===== src/rtl/psadd_pkg.sv =====
package psadd_pkg;
  typedef enum logic [1:0] {
    LANE8   = 2'b00,
    LANE16  = 2'b01,
    LANE32  = 2'b10,
    LANE32X = 2'b11
  } lane_mode_e;

  localparam int unsigned SEG_W = 8;
endpackage


===== src/rtl/psadd_lane_map.sv =====
module psadd_lane_map
  import psadd_pkg::*;
#(
  parameter int unsigned NSEG = 8,
  localparam int unsigned IDX_W = $clog2(NSEG)
) (
  input  logic [1:0]       lane_mode,
  output logic [NSEG-1:0]  seg_first,
  output logic [IDX_W-1:0] span_mask
);
  always_comb begin
    unique case (lane_mode)
      LANE8:   span_mask = IDX_W'(0);
      LANE16:  span_mask = IDX_W'(1);
      default: span_mask = IDX_W'(3);
    endcase
  end

  generate
    for (genvar i = 0; i < NSEG; i++) begin : g_first
      assign seg_first[i] = ((IDX_W'(i) & span_mask) == '0);
    end
  endgenerate
endmodule


===== src/rtl/psadd_carry_chain.sv =====
module psadd_carry_chain
  import psadd_pkg::*;
#(
  parameter int unsigned NSEG = 8,
  localparam int unsigned W = NSEG * SEG_W
) (
  input  logic [W-1:0]    op_a,
  input  logic [W-1:0]    op_b,
  input  logic            sub_en,
  input  logic [NSEG-1:0] seg_first,
  output logic [W-1:0]    b_eff,
  output logic [W-1:0]    raw_sum,
  output logic [NSEG-1:0] seg_cout
);
  logic [NSEG-1:0] seg_cin;

  assign b_eff = op_b ^ {W{sub_en}};

  generate
    for (genvar i = 0; i < NSEG; i++) begin : g_seg
      if (i == 0) begin : g_lsb
        assign seg_cin[i] = sub_en;
      end else begin : g_mid
        // a lane edge restarts the chain with the subtract carry-in
        assign seg_cin[i] = seg_first[i] ? sub_en : seg_cout[i-1];
      end
      assign {seg_cout[i], raw_sum[i*SEG_W +: SEG_W]} =
        {1'b0, op_a[i*SEG_W +: SEG_W]} + {1'b0, b_eff[i*SEG_W +: SEG_W]}
        + {{SEG_W{1'b0}}, seg_cin[i]};
    end
  endgenerate
endmodule


===== src/rtl/psadd_saturate.sv =====
module psadd_saturate
  import psadd_pkg::*;
#(
  parameter int unsigned NSEG = 8,
  localparam int unsigned W = NSEG * SEG_W,
  localparam int unsigned IDX_W = $clog2(NSEG)
) (
  input  logic [W-1:0]     op_a,
  input  logic [W-1:0]     b_eff,
  input  logic [W-1:0]     raw_sum,
  input  logic [NSEG-1:0]  seg_cout,
  input  logic [IDX_W-1:0] span_mask,
  input  logic             sub_en,
  input  logic             signed_en,
  input  logic             sat_en,
  output logic [W-1:0]     result,
  output logic [NSEG-1:0]  lane_ovf
);
  logic [NSEG-1:0] seg_ovf;

  generate
    for (genvar i = 0; i < NSEG; i++) begin : g_detect
      logic sa, sb, ss;
      assign sa = op_a[i*SEG_W + SEG_W - 1];
      assign sb = b_eff[i*SEG_W + SEG_W - 1];
      assign ss = raw_sum[i*SEG_W + SEG_W - 1];
      // only meaningful on the top segment of a lane
      assign seg_ovf[i] = signed_en ? ((sa == sb) && (ss != sa))
                                    : (seg_cout[i] ^ sub_en);
    end
  endgenerate

  always_comb begin
    for (int i = 0; i < NSEG; i++) begin
      logic [IDX_W-1:0] top;
      logic             neg, is_top;
      logic [SEG_W-1:0] clamp;
      top    = IDX_W'(i) | span_mask;
      is_top = (top == IDX_W'(i));
      neg    = op_a[int'(top)*SEG_W + SEG_W - 1];
      lane_ovf[i] = seg_ovf[top];
      if (signed_en) begin
        if (neg) clamp = is_top ? {1'b1, {(SEG_W-1){1'b0}}} : '0;
        else     clamp = is_top ? {1'b0, {(SEG_W-1){1'b1}}} : '1;
      end else begin
        clamp = sub_en ? '0 : '1;
      end
      result[i*SEG_W +: SEG_W] = (sat_en && lane_ovf[i]) ? clamp
                                 : raw_sum[i*SEG_W +: SEG_W];
    end
  end
endmodule


===== src/rtl/simd_sat_adder.sv =====
module simd_sat_adder
  import psadd_pkg::*;
#(
  parameter int unsigned NSEG = 8,
  localparam int unsigned W = NSEG * SEG_W,
  localparam int unsigned IDX_W = $clog2(NSEG)
) (
  input  logic            clk,
  input  logic            rst_n,
  input  logic [W-1:0]    op_a,
  input  logic [W-1:0]    op_b,
  input  logic [1:0]      lane_mode,
  input  logic            sub_en,
  input  logic            signed_en,
  input  logic            sat_en,
  output logic [W-1:0]    sum_q,
  output logic [NSEG-1:0] ovf_mask
);
  logic [1:0]       rst_pipe;
  logic             rst_int_n;
  logic [NSEG-1:0]  seg_first;
  logic [IDX_W-1:0] span_mask;
  logic [W-1:0]     b_eff, raw_sum, sum_d;
  logic [NSEG-1:0]  seg_cout, ovf_d;

  always_ff @(posedge clk or negedge rst_n) begin
    if (!rst_n) rst_pipe <= 2'b00;
    else        rst_pipe <= {rst_pipe[0], 1'b1};
  end
  assign rst_int_n = rst_pipe[1];

  psadd_lane_map #(.NSEG(NSEG)) u_map (
    .lane_mode (lane_mode),
    .seg_first (seg_first),
    .span_mask (span_mask)
  );

  psadd_carry_chain #(.NSEG(NSEG)) u_chain (
    .op_a      (op_a),
    .op_b      (op_b),
    .sub_en    (sub_en),
    .seg_first (seg_first),
    .b_eff     (b_eff),
    .raw_sum   (raw_sum),
    .seg_cout  (seg_cout)
  );

  psadd_saturate #(.NSEG(NSEG)) u_sat (
    .op_a      (op_a),
    .b_eff     (b_eff),
    .raw_sum   (raw_sum),
    .seg_cout  (seg_cout),
    .span_mask (span_mask),
    .sub_en    (sub_en),
    .signed_en (signed_en),
    .sat_en    (sat_en),
    .result    (sum_d),
    .lane_ovf  (ovf_d)
  );

  always_ff @(posedge clk or negedge rst_int_n) begin
    if (!rst_int_n) begin
      sum_q    <= '0;
      ovf_mask <= '0;
    end else begin
      sum_q    <= sum_d;
      ovf_mask <= ovf_d;
    end
  end

  // outputs cleared one edge after reset is seen low
  a_r5_reset_clear: assert property (@(posedge clk)
    !rst_n |=> (sum_q == '0 && ovf_mask == '0));

  generate
    for (genvar i = 0; i < NSEG; i++) begin : g_chk
      // mask uniform across the bytes of a lane
      a_r8_pair_uniform: assert property (@(posedge clk) disable iff (!rst_int_n)
        ($past(lane_mode) != LANE8) |-> (ovf_mask[i] == ovf_mask[i ^ 1]));
      a_r8_quad_uniform: assert property (@(posedge clk) disable iff (!rst_int_n)
        ($past(lane_mode) > LANE16) |-> (ovf_mask[i] == ovf_mask[i ^ 2]));
      // unsigned clamp values
      a_r9_uadd_clamp: assert property (@(posedge clk) disable iff (!rst_int_n)
        ($past(sat_en && !signed_en && !sub_en) && ovf_mask[i])
        |-> (sum_q[i*SEG_W +: SEG_W] == '1));
      a_r9_usub_clamp: assert property (@(posedge clk) disable iff (!rst_int_n)
        ($past(sat_en && !signed_en && sub_en) && ovf_mask[i])
        |-> (sum_q[i*SEG_W +: SEG_W] == '0));
      // signed clamp bytes are only limit patterns
      a_r10_sclamp_shape: assert property (@(posedge clk) disable iff (!rst_int_n)
        ($past(sat_en && signed_en) && ovf_mask[i])
        |-> (sum_q[i*SEG_W +: SEG_W - 1] == '0 || sum_q[i*SEG_W +: SEG_W - 1] == '1));
    end
  endgenerate
endmodule


===== config.mk =====
export PLATFORM = sky130hd
export DESIGN_NAME = simd_sat_adder
export DESIGN_NICKNAME = d
export VERILOG_FILES = /design/src/rtl/psadd_pkg.sv /design/src/rtl/psadd_lane_map.sv /design/src/rtl/psadd_carry_chain.sv /design/src/rtl/psadd_saturate.sv /design/src/rtl/simd_sat_adder.sv
export SDC_FILE = /design/constraint.sdc
export NUM_CORES = 1
export LEC_CHECK = 0
export BUFFER_PORTS_ARGS = -buffer_cell sky130_fd_sc_hd__buf_4
export CAP_MARGIN = 20
export CELL_PAD_IN_SITES_DETAIL_PLACEMENT = 1
export CELL_PAD_IN_SITES_GLOBAL_PLACEMENT = 1
export CORE_ASPECT_RATIO = 0.5
export CORE_UTILIZATION = 25
export DETAILED_ROUTE_END_ITERATION = 12
export GPL_TIMING_DRIVEN = 0
export PLACE_DENSITY_LB_ADDON = 0.1
export RECOVER_POWER = 100
export SETUP_SLACK_MARGIN = 0.2
export SLEW_MARGIN = 20
export SYNTH_ARGS = -nofsm -noshare
export SYNTH_HDL_FRONTEND = slang
export SYNTH_HIERARCHICAL = 1
export SYNTH_SLANG_ARGS = --single-unit

===== constraint.sdc =====
create_clock -name clk -period 3.11 [get_ports clk]
set_clock_uncertainty 0.05 [all_clocks]
set_input_delay 0.1555 -clock clk [delete_from_list [all_inputs] [get_ports clk]]
set_output_delay 0.1555 -clock clk [all_outputs]
set_load 0.05 [all_outputs]

==> results.py <==
metrics = {
    "outcome": {
        "status": "finished, violations left",
        "failed_checks": "setup timing",
    },
    "timing": {
        "post-route-min-period_ps": 7490,
        "rsz0062_at_grt": "true",
        "clock.fmax_ghz": 0.133,
        "maxSlewHeadroom_pct": 12.2,
        "finalSetupViolCount": 72,
        "fin_crit_sh_pct": 241,
        "finalWorstSetupSlack_ps": -4380,
        "maxSlewViolCount": 0,
        "finalHoldViolCount": 0,
        "worst_pin_slew_ps": 1320,
        "hold_ws_ps": 47.9,
    },
    "clocking": {
        "cts_root_buf": "clkbuf_16",
        "insertion_delay_ps": 370,
        "cts.sinks": 74,
        "clk_path_buf_depth": 2,
        "numCtsBuffers": 9,
        "htree_levels": 3,
        "cts_tree": "yes",
        "path_clk_slew_ps": 60,
    },
    "worst_setup_path": {
        "timing.rr.start": "rst_pipe[1]",
        "path_class": "in -> reg",
        "crit_required_ps": 3320,
        "cp-startpoint": "sub_en",
        "endpoint": "sum_q[37]",
        "regToRegEndpoint": "sum_q[30]",
        "slowest_delay_ps": 490,
        "crit_fanout": 10,
        "critPathLaunchType": "primary input",
        "crit_arrival_ps": 7700,
        "r2r_setup_slack_ps": 610,
        "critPathCaptureType": "flip-flop",
        "crit_slowest_cell": "mux4_2",
        "crit_path_frequent_cell": "fa_2",
        "ff2ff_path_depth": 1,
    },
    "yosys": {
        "ys_warn_count": 6,
        "synth_area_per_cell_um2": 9.48,
        "syn-instance-count": 714,
        "synth_area_um2": 6770,
        "syn_nets": 920,
    },
    "finish": {
        "drive_gt1_share_pct": 34.8,
        "fin_nets": 1229,
        "area_growth_pct": 49.0,
        "n_antenna_cell": 0,
        "final_cell_area_um2": 10100,
    },
    "power": {
        "power.share.switching_pct": 48.3,
        "power-per-cell-area_nw_per_um2": 609,
        "vdd_drop_max_mv": 0.269,
        "comb_power_share_pct": 60.6,
        "p_leak_nw": 4.72,
        "switchingPower_w": 0.00297,
        "p_int_w": 0.00318,
        "pwr-share-clk_pct": 17.1,
        "p_seq_share_pct": 22.3,
    },
    "placed_design": {
        "dpl_cell_area_um2": 8850,
        "dpl.hpwl_um": 19500,
        "gp_congestion": 0.866,
        "port_buffers": 204,
    },
    "detailed_routing": {
        "viasPerCell": 4.65,
        "vias": 6422,
        "dr.pass1.iters": 4,
        "drc": 0,
        "drt_iter0_markers": 268,
        "wl_um": 26200,
        "ant_nets": 0,
        "wl_per_cell_um": 19.0,
    },
    "floorplanning": {
        "start_util_pct": 25.5,
        "die_width_um": 235,
        "rows": 42,
        "core_um2": 26500,
        "fp.dieH_um": 118,
        "io-pin-count": 207,
        "dieArea_um2": 27800,
    },
    "global_route": {
        "grt-busiest-layer": "met2",
        "grt_pass1_vias": 7012,
        "grt_max_degree": 47,
        "antenna_found_initial": 0,
        "use_met3_pct": 4.95,
        "grt_usage_pct": 19.2,
        "grt_util_met2_pct": 30.9,
        "grt_overflow": 0,
        "use_met1_pct": 25.9,
        "grt_first_pass_wirelength_um": 40000,
    },
    "job": {
        "max_cap_viol_count": 0,
    },
    "min_path": {
        "hp-class": "in -> async",
    },
}
## placed cells by master, fill, tap and decap left out, types with 9 or more instances in the layout
| cell type | n |
|---|---|
| ha_1 | 56 |
| nor2_1 | 41 |
| clkbuf_1 | 78 |
| buf_6 | 28 |
| o31a_1 | 15 |
| nand2_1 | 24 |
| buf_4 | 202 |
| a21oi_1 | 30 |
| xor2_1 | 73 |
| o21ai_0 | 23 |
| a21o_1 | 43 |
| xnor2_1 | 27 |
| clkbuf_16 | 9 |
| o21a_1 | 45 |
| fa_2 | 15 |
| inv_1 | 43 |
| dfrtp_1 | 74 |
## what timing repair did
| item | 4_1_cts | 5_1_grt |
|---|---|---|
| pin swaps | 47 | 32 |
| hold buffers | 1 | 0 |
| gates resized for setup | 86 | 26 |
| gates cloned | 2 | 0 |
| buffers inserted | 72 | 18 |
| setup endpoints to repair | 72 | 72 |
| hold endpoints to repair | 2 | 0 |
## power groups by stage
stage	Combinational (W)	Clock, W	Sequential (W)
2_1_floorplan	0.00127	0	0.00251
3_3_place_gp	0.00343	0	0.00141
3_5_place_dp	0.00347	0	0.00140
4_1_cts	0.00391	0.00110	0.00139
5_1_grt	0.00397	0.00113	0.00141
6_report	0.00372	0.00105	0.00137
## cell type report
class	count	area (µm²)
flip-flops and latches	74	1850
fillers	3071	16400
clock buffers	11	243
multi-input cells	564	4970
repair buffers	298	2100
plain buffers	30	265
well taps	352	440
inverters	46	173
clock inverters	5	38.8
## registers in the layout, indices dropped and copies added, names as in the netlist
| register | count |
|---|---|
| sum_q | 64 |
| rst_pipe | 2 |
| ovf_mask | 8 |
## routing by layer
layer / up-vias / wire length [µm]
li1: 3130 / -
met1: 3172 / 12700
met2: 102 / 12100
met3: 18 / 1220
met4: 0 / 284
met5: - / 0
## worst max-delay path: cells and delay by family
family | cells | cell delay [ps]
AOI/OAI and AO/OA | 13 | 2690
xor gates and xnor gates | 1 | 160
adders and majority gates | 8 | 2110
buffers and inverters | 3 | 420
muxes | 5 | 1490
and+or+nand+nor | 7 | 670
## through the flow
| stage | setup WS, ps | power (W) | TNS (ps) | std cells | utilization, % |
|---|---|---|---|---|---|
| detailed placement | -5880 | 0.00487 | -398640 | 1271 | 33.3 |
| floorplan | -4230 | 0.00378 | -277730 | 714 | - |
| CTS | -4510 | 0.00640 | -308790 | 1362 | 38.2 |
| global placement | -5790 | 0.00484 | -436060 | 1270 | 33.2 |
| finish | -4380 | 0.00615 | -301040 | 1380 | 38.0 |
| global route | -4690 | 0.00651 | -324570 | 1380 | 38.0 |
## worst min-delay path by stage
stage | startpoint | endpoint | slack (ps) | depth (start not counted)
2_1_floorplan | rst_n | rst_pipe[0] | -190 | 0
3_3_place_gp | rst_n | rst_pipe[1] | -110 | 1
3_5_place_dp | rst_n | rst_pipe[1] | -110 | 1
4_1_cts | rst_n | rst_pipe[1] | 30 | 2
5_1_grt | rst_n | rst_pipe[1] | 50 | 2
6_report | rst_n | rst_pipe[1] | 50 | 2
Note: power is estimated with default switching activity, not from simulation.
